**src/rtl/evt_counter_bank.sv**
```systemverilog
module evt_counter_bank #(
  parameter int NCNT = 8,
  parameter int DW   = 32,
  parameter int AW   = 12,
  parameter int SELW = 8,
  parameter int NEVT = 6,
  parameter int NFLT = 6
) (
  input  logic          clk,
  input  logic          rst_n,
  input  logic          bus_valid,
  input  logic          bus_write,
  input  logic [AW-1:0] bus_addr,
  input  logic [DW-1:0] bus_wdata,
  output logic [DW-1:0] bus_rdata,
  input  logic [NEVT-1:0] evt_strobe,
  output logic          irq
);

  localparam int VAL_BASE = 'h420;
  localparam int CTL_BASE = 'h120;
  localparam int SEL_BASE = 'h220;
  localparam int FLT_BASE = 'h300;
  localparam int STRIDE   = 8;
  localparam logic [AW-1:0] A_GCTL = AW'('h500);
  localparam logic [AW-1:0] A_ENS  = AW'('h508);
  localparam logic [AW-1:0] A_ENC  = AW'('h50C);
  localparam logic [AW-1:0] A_IES  = AW'('h510);
  localparam logic [AW-1:0] A_IEC  = AW'('h514);
  localparam logic [AW-1:0] A_CHN  = AW'('h718);
  localparam logic [AW-1:0] A_OVF  = AW'('h740);
  localparam logic [AW-1:0] A_MSB  = AW'('h96C);
  localparam logic [SELW-1:0] EV_CYC  = SELW'(1);
  localparam int              EV_BASE = 'h20;
  localparam logic [NCNT-1:0] ODD_MASK = {(NCNT/2){2'b10}};

  logic [NCNT-1:0][DW-1:0]   cnt_q, ctl_q;
  logic [NCNT-1:0][SELW-1:0] sel_q;
  logic [NFLT-1:0][DW-1:0]   flt_q;
  logic [NCNT-1:0] cen_q, ien_q, ovf_q, chn_q, msb_q;
  logic            ben_q;
  logic [NCNT-1:0] hit, vwr, flag;

  wire wr   = bus_valid & bus_write;
  wire grst = wr && bus_addr == A_GCTL && bus_wdata[1];

  function automatic logic pick(input logic [SELW-1:0] sel, input logic [NEVT-1:0] s);
    logic r;
    r = (sel == EV_CYC);
    for (int e = 0; e < NEVT; e++)
      if (sel == SELW'(EV_BASE + e)) r = s[e];
    return r;
  endfunction

  function automatic logic [NCNT-1:0] wmask(input logic [AW-1:0] a);
    return (wr && bus_addr == a) ? bus_wdata[NCNT-1:0] : '0;
  endfunction

  for (genvar n = 0; n < NCNT; n++) begin : g_c
    logic          src, inc;
    logic [DW-1:0] nxt;

    assign hit[n] = pick(sel_q[n], evt_strobe);
    assign vwr[n] = wr && bus_addr == AW'(VAL_BASE + STRIDE*n);

    if (n % 2 == 1) begin : g_odd
      wire low_wrap = ben_q & cen_q[n-1] & hit[n-1] & ~vwr[n-1] & (&cnt_q[n-1]);
      assign src = chn_q[n] ? low_wrap : hit[n];
    end else begin : g_even
      assign src = hit[n];
    end

    assign inc     = ben_q & cen_q[n] & src & ~vwr[n];
    assign nxt     = cnt_q[n] + DW'(1);
    assign flag[n] = inc & (msb_q[n] ? (nxt[DW-1] ^ cnt_q[n][DW-1]) : (&cnt_q[n]));

    always_ff @(posedge clk or negedge rst_n) begin
      if (!rst_n) begin
        cnt_q[n] <= '0;
        ctl_q[n] <= '0;
        sel_q[n] <= '0;
      end else begin
        if (grst)        cnt_q[n] <= '0;
        else if (vwr[n]) cnt_q[n] <= bus_wdata;
        else if (inc)    cnt_q[n] <= nxt;
        if (wr && bus_addr == AW'(CTL_BASE + STRIDE*n)) ctl_q[n] <= bus_wdata;
        if (wr && bus_addr == AW'(SEL_BASE + STRIDE*n)) sel_q[n] <= bus_wdata[SELW-1:0];
      end
    end
  end

  for (genvar f = 0; f < NFLT; f++) begin : g_f
    always_ff @(posedge clk or negedge rst_n) begin
      if (!rst_n) flt_q[f] <= '0;
      else if (wr && bus_addr == AW'(FLT_BASE + 4*f)) flt_q[f] <= bus_wdata;
    end
  end

  always_ff @(posedge clk or negedge rst_n) begin
    if (!rst_n) begin
      ben_q <= 1'b0;
      cen_q <= '0;
      ien_q <= '0;
      ovf_q <= '0;
      chn_q <= '0;
      msb_q <= '0;
    end else begin
      if (wr && bus_addr == A_GCTL) ben_q <= bus_wdata[0];
      if (grst) begin
        cen_q <= '0;
        ien_q <= '0;
        ovf_q <= '0;
        chn_q <= '0;
        msb_q <= '0;
      end else begin
        cen_q <= (cen_q | wmask(A_ENS)) & ~wmask(A_ENC);
        ien_q <= (ien_q | wmask(A_IES)) & ~wmask(A_IEC);
        ovf_q <= (ovf_q & ~wmask(A_OVF)) | flag;
        if (wr && bus_addr == A_CHN) chn_q <= bus_wdata[NCNT-1:0] & ODD_MASK;
        if (wr && bus_addr == A_MSB) msb_q <= bus_wdata[NCNT-1:0];
      end
    end
  end

  always_comb begin
    bus_rdata = '0;
    for (int n = 0; n < NCNT; n++) begin
      if (bus_addr == AW'(VAL_BASE + STRIDE*n)) bus_rdata = cnt_q[n];
      if (bus_addr == AW'(CTL_BASE + STRIDE*n)) bus_rdata = ctl_q[n];
      if (bus_addr == AW'(SEL_BASE + STRIDE*n)) bus_rdata = DW'(sel_q[n]);
    end
    for (int f = 0; f < NFLT; f++)
      if (bus_addr == AW'(FLT_BASE + 4*f)) bus_rdata = flt_q[f];
    case (bus_addr)
      A_GCTL:        bus_rdata = DW'(ben_q);
      A_ENS, A_ENC:  bus_rdata = DW'(cen_q);
      A_IES, A_IEC:  bus_rdata = DW'(ien_q);
      A_CHN:         bus_rdata = DW'(chn_q);
      A_OVF:         bus_rdata = DW'(ovf_q);
      A_MSB:         bus_rdata = DW'(msb_q);
      default: ;
    endcase
  end

  assign irq = |(ovf_q & ien_q);

endmodule


```
**config.mk**
```make
export PLATFORM = sky130hd
export DESIGN_NAME = evt_counter_bank
export DESIGN_NICKNAME = d
export VERILOG_FILES = /design/src/rtl/evt_counter_bank.sv
export SDC_FILE = /design/constraint.sdc
export NUM_CORES = 2
export LEC_CHECK = 0
export ABC_AREA = 0
export BUFFER_PORTS_ARGS = -buffer_cell sky130_fd_sc_hd__buf_2
export CELL_PAD_IN_SITES_DETAIL_PLACEMENT = 0
export CELL_PAD_IN_SITES_GLOBAL_PLACEMENT = 2
export CORE_ASPECT_RATIO = 0.5
export CORE_MARGIN = 5
export CORE_UTILIZATION = 42
export CTS_CLUSTER_DIAMETER = 100
export DETAILED_ROUTE_END_ITERATION = 8
export PLACE_DENSITY_LB_ADDON = 0.1
export SLEW_MARGIN = 20
export SYNTH_ARGS = -nofsm -noshare
export SYNTH_HDL_FRONTEND = slang
export SYNTH_SLANG_ARGS = --single-unit
```
**constraint.sdc**
```tcl
create_clock -name clk -period 3.5 [get_ports clk]
set_clock_uncertainty 0.2 [all_clocks]
set_input_delay 0 -clock clk [delete_from_list [all_inputs] [get_ports clk]]
set_output_delay 0 -clock clk [all_outputs]
set_load 0.1 [all_outputs]
```
==> summary.txt <==
CP Launch Type -> register
Critical Path RT -> 3.30 ns
power density cells -> 371 mW/mm2
DR WL/cell -> 32.8 um
Reg clk slew, reported paths -> 0.06 ns
Vias -> 39300
initial antenna violation count -> 15
post-synth net total -> 4411
Detailed Route Iter0 Violations -> 4910
worst slew pin tran -> 1.10 ns
Via-to-Cell Ratio -> 6.45
gr usage total -> 35.5%
HP Class -> in2reg
register area share after synthesis -> 46.3%
top-area cell type share of the netlist area -> 46.3%
CP Data Arrival Time -> 3.40 ns
Synth area leader -> dfrtp_1
largest cells by area after synthesis -> dfrtp_1 46%, mux2_2 13%, a21oi_1 3.4%
Primary FF master, synth -> dfrtp_1
vias in the first global route -> 37800
routed wire length -> 200000 um
synthesized area -> 0.0435 mm2
share of post-route cells with drive strength above 1 -> 29.1%
setup violators final -> 1
crit path time final -> 3.60 ns
starting density of the core -> 42.3%
CTS Buf Count -> 80
library cells used by synthesis -> 94
FMAX -> 278 MHz
CTS tree -> built
Detailed Routing Iterations Pass 1 -> 6
Seq cells post-synth -> 805
Row Count -> 83
Top Ports -> 87
Residual DRC -> 0
relative slew slack -> 26.9%
failing checks -> negative setup slack
gpl congestion -> 0.975
Max Cap Violations -> 0
total power -> 19600 uW
clk_lat worst skew -> 0.70 ns
Post-Syn Instances -> 4349
# port buffers -> 86
die width -> 465 um
final number of hold-violating endpoints -> 0
Final #Nets -> 4736
Synth Warn # -> 0
Area Growth Syn to Fin -> 21.3%
first-pass GRT wire length -> 286000 um
syn avg cell area -> 10.0 um2
root buf cell -> clkbuf_16
antenna viol nets, final -> 0
Die Y -> 238 um
total die area -> 0.110 mm2
maximum clock path buffer count -> 3
unrepaired setup endpoints after global routing -> true
Peak VDD IR -> 0.391 mV
fin crit share -> 103%
htree depth -> 3
CTS sink cnt -> 805
HPWL after detailed placement -> 144000 um
setup ws final -> -0.0960 ns
final core utilization -> 51.3%
CP Max Fanout -> 4
Leak -> 0.0235 uW
kind of critical path -> reg2out
Slew Limit Fails -> 0
Core Area -> 0.103 mm2
outcome -> finished, violations left
grt ovf -> 0
Post-synth EDFFs -> 0
Post-synth ARST share -> 100%
largest net degree at the start of global routing -> 123
Setup crit end kind -> output port
[cells by family (layout without fill, tap and decap cells)]
| family | count (synthesis) | after routing | synth area share, % |
|---|---|---|---|
| AND/OR/NAND/NOR | 1223 | 1223 | 13.9 |
| other | 0 | 3 | 0 |
| buffers and inverters | 393 | 775 | 3.60 |
| AO/OA/AOI/OAI | 1154 | 1154 | 17.5 |
| multiplexers | 529 | 529 | 13.7 |
| flip-flops | 805 | 805 | 46.3 |
| adder cells (fa/ha/maj) | 8 | 8 | 0.230 |
| XOR/XNOR | 237 | 237 | 4.77 |
[metal layers]
layer	up-vias	routed length, um	track usage [%]
met5	-	13	0
met4	2	4250	7.20
met3	261	22000	9.93
met2	1908	81200	49.4
met1	20400	92600	54.7
li1	16700	-	-
[cells in the mapped netlist (10+ instances only)]
master,instances
nand4_1,80
xnor2_1,101
o221ai_1,22
o211ai_1,30
a2111oi_0,16
o21a_1,12
or3_1,12
or4_1,11
nor4_1,34
and2_1,15
nand2b_1,17
a21oi_1,293
and4_1,15
a222oi_1,26
nor3_1,83
a31oi_1,16
o32ai_1,10
o2111ai_1,19
nor3b_1,15
clkbuf_1,272
nand2_1,309
dfrtp_1,805
a22o_1,28
buf_2,60
and3_1,55
o22ai_1,47
nor3_2,14
a22oi_1,103
xor2_1,136
nor2b_1,21
a211oi_1,130
mux2i_1,22
mux2_2,504
buf_1,27
inv_1,31
nand3_1,152
o31ai_1,19
a221oi_1,46
o2bb2ai_1,10
nor2_1,335
a21o_1,10
o21ai_0,253
[layout by cell type, fill, tap and decap left out, types with 15 or more instances in the layout]
cell / n
dfrtp_1: 798
mux2_2: 504
buf_4: 432
nor2_1: 318
nand2_1: 302
a21oi_1: 274
o21ai_0: 241
nand3_1: 147
xor2_1: 136
a211oi_1: 129
xnor2_1: 101
a22oi_1: 92
clkbuf_16: 82
nand4_1: 80
nor3_1: 75
buf_12: 75
and3_1: 54
buf_2: 53
o22ai_1: 47
a221oi_1: 42
dlygate4sd3_1: 40
nor4_1: 30
inv_1: 30
o211ai_1: 30
a22o_1: 27
a222oi_1: 26
mux2i_1: 22
nor3_2: 20
o221ai_1: 20
clkbuf_1: 20
nor2b_1: 19
a21oi_2: 19
clkbuf_8: 17
nand2b_1: 16
and2_1: 15
o2111ai_1: 15
and4_1: 15
[worst max-delay path, cell delays in order (launching register included)]
cell and delay, ns:
dfrtp_2 0.42, or4bb_1 0.41, o311a_1 0.15, o21ai_2 0.16
a311oi_2 0.14, a2111oi_2 0.38, buf_4 0.21, o21ai_4 0.09
a41oi_4 0.31, o211ai_1 0.11, nand2_1 0.13, buf_12 0.18
[power breakdown]
| group | switching (uW) | internal [uW] | total, uW | leakage (uW) |
|---|---|---|---|---|
| clock network | 4140 | 5040 | 9180 | 0.00130 |
| registers | 31.7 | 9330 | 9360 | 0.0112 |
| logic | 791 | 235 | 1030 | 0.0110 |
| total | 4960 | 14600 | 19600 | 0.0235 |
[final cells by class]
class	count	area (um2)
tap	1360	1700
clock inverter	21	329
inverter	31	116
clock buffer	118	2340
antenna	3	7.51
multi-input combinational	3151	22600
fill	9460	50000
timing repair buffer	605	5500
sequential	805	20200
[final timing paths]
| check | startpoint | to | slack (ns) | cells after the start |
|---|---|---|---|---|
| min in group asynchronous | rst_n | cnt_q[92] | 0.42 | 4 |
| max in group asynchronous | rst_n | flt_q[147] | 1.98 | 4 |
| hold reg to reg | ctl_q[161] | ctl_q[161] | 0.29 | 2 |
| setup reg to reg | sel_q[35] | cnt_q[159] | 0.15 | 9 |
| hold / removal | bus_addr[9] | ctl_q[102] | 0.05 | 5 |
| setup / recovery | cnt_q[5] | bus_rdata[5] | -0.1 | 11 |
[metrics by stage]
step                      cells  hold slack [ns]  TNS [ns]  cell area [um2]  worst slack (ns)
final                      6094           0.0459   -0.0960            52700           -0.0960
after global routing       6091           0.0466    -0.225            52700            -0.206
after CTS                  6084          0.00198    -0.111            52400            -0.111
after detailed placement   5904           -0.199    -0.330            49100            -0.103
after global placement     5904           -0.204    -0.263            49100           -0.0793
after floorplan            4349           -0.496    -0.345            43600            -0.175
[registers in the layout, summed over array words and instances (netlist names)]
| name | count |
|---|---|
| msb_q | 8 |
| sel_q | 64 |
| cnt_q | 256 |
| chn_q | 4 |
| flt_q | 192 |
| ovf_q | 8 |
| ben_q | 1 |
| ien_q | 8 |
| ctl_q | 256 |
| cen_q | 8 |
[what timing repair did]
| action | 4_1_cts | 5_1_grt |
|---|---|---|
| endpoints found under the hold margin | 1507 | 0 |
| gates cloned | 0 | 0 |
| pin swaps | 8 | 30 |
| hold buffers | 41 | 0 |
| setup endpoints to repair | 19 | 31 |
| buffers inserted | 0 | 9 |
| resized for setup | 50 | 59 |
Power figures use the tool's default switching activity.
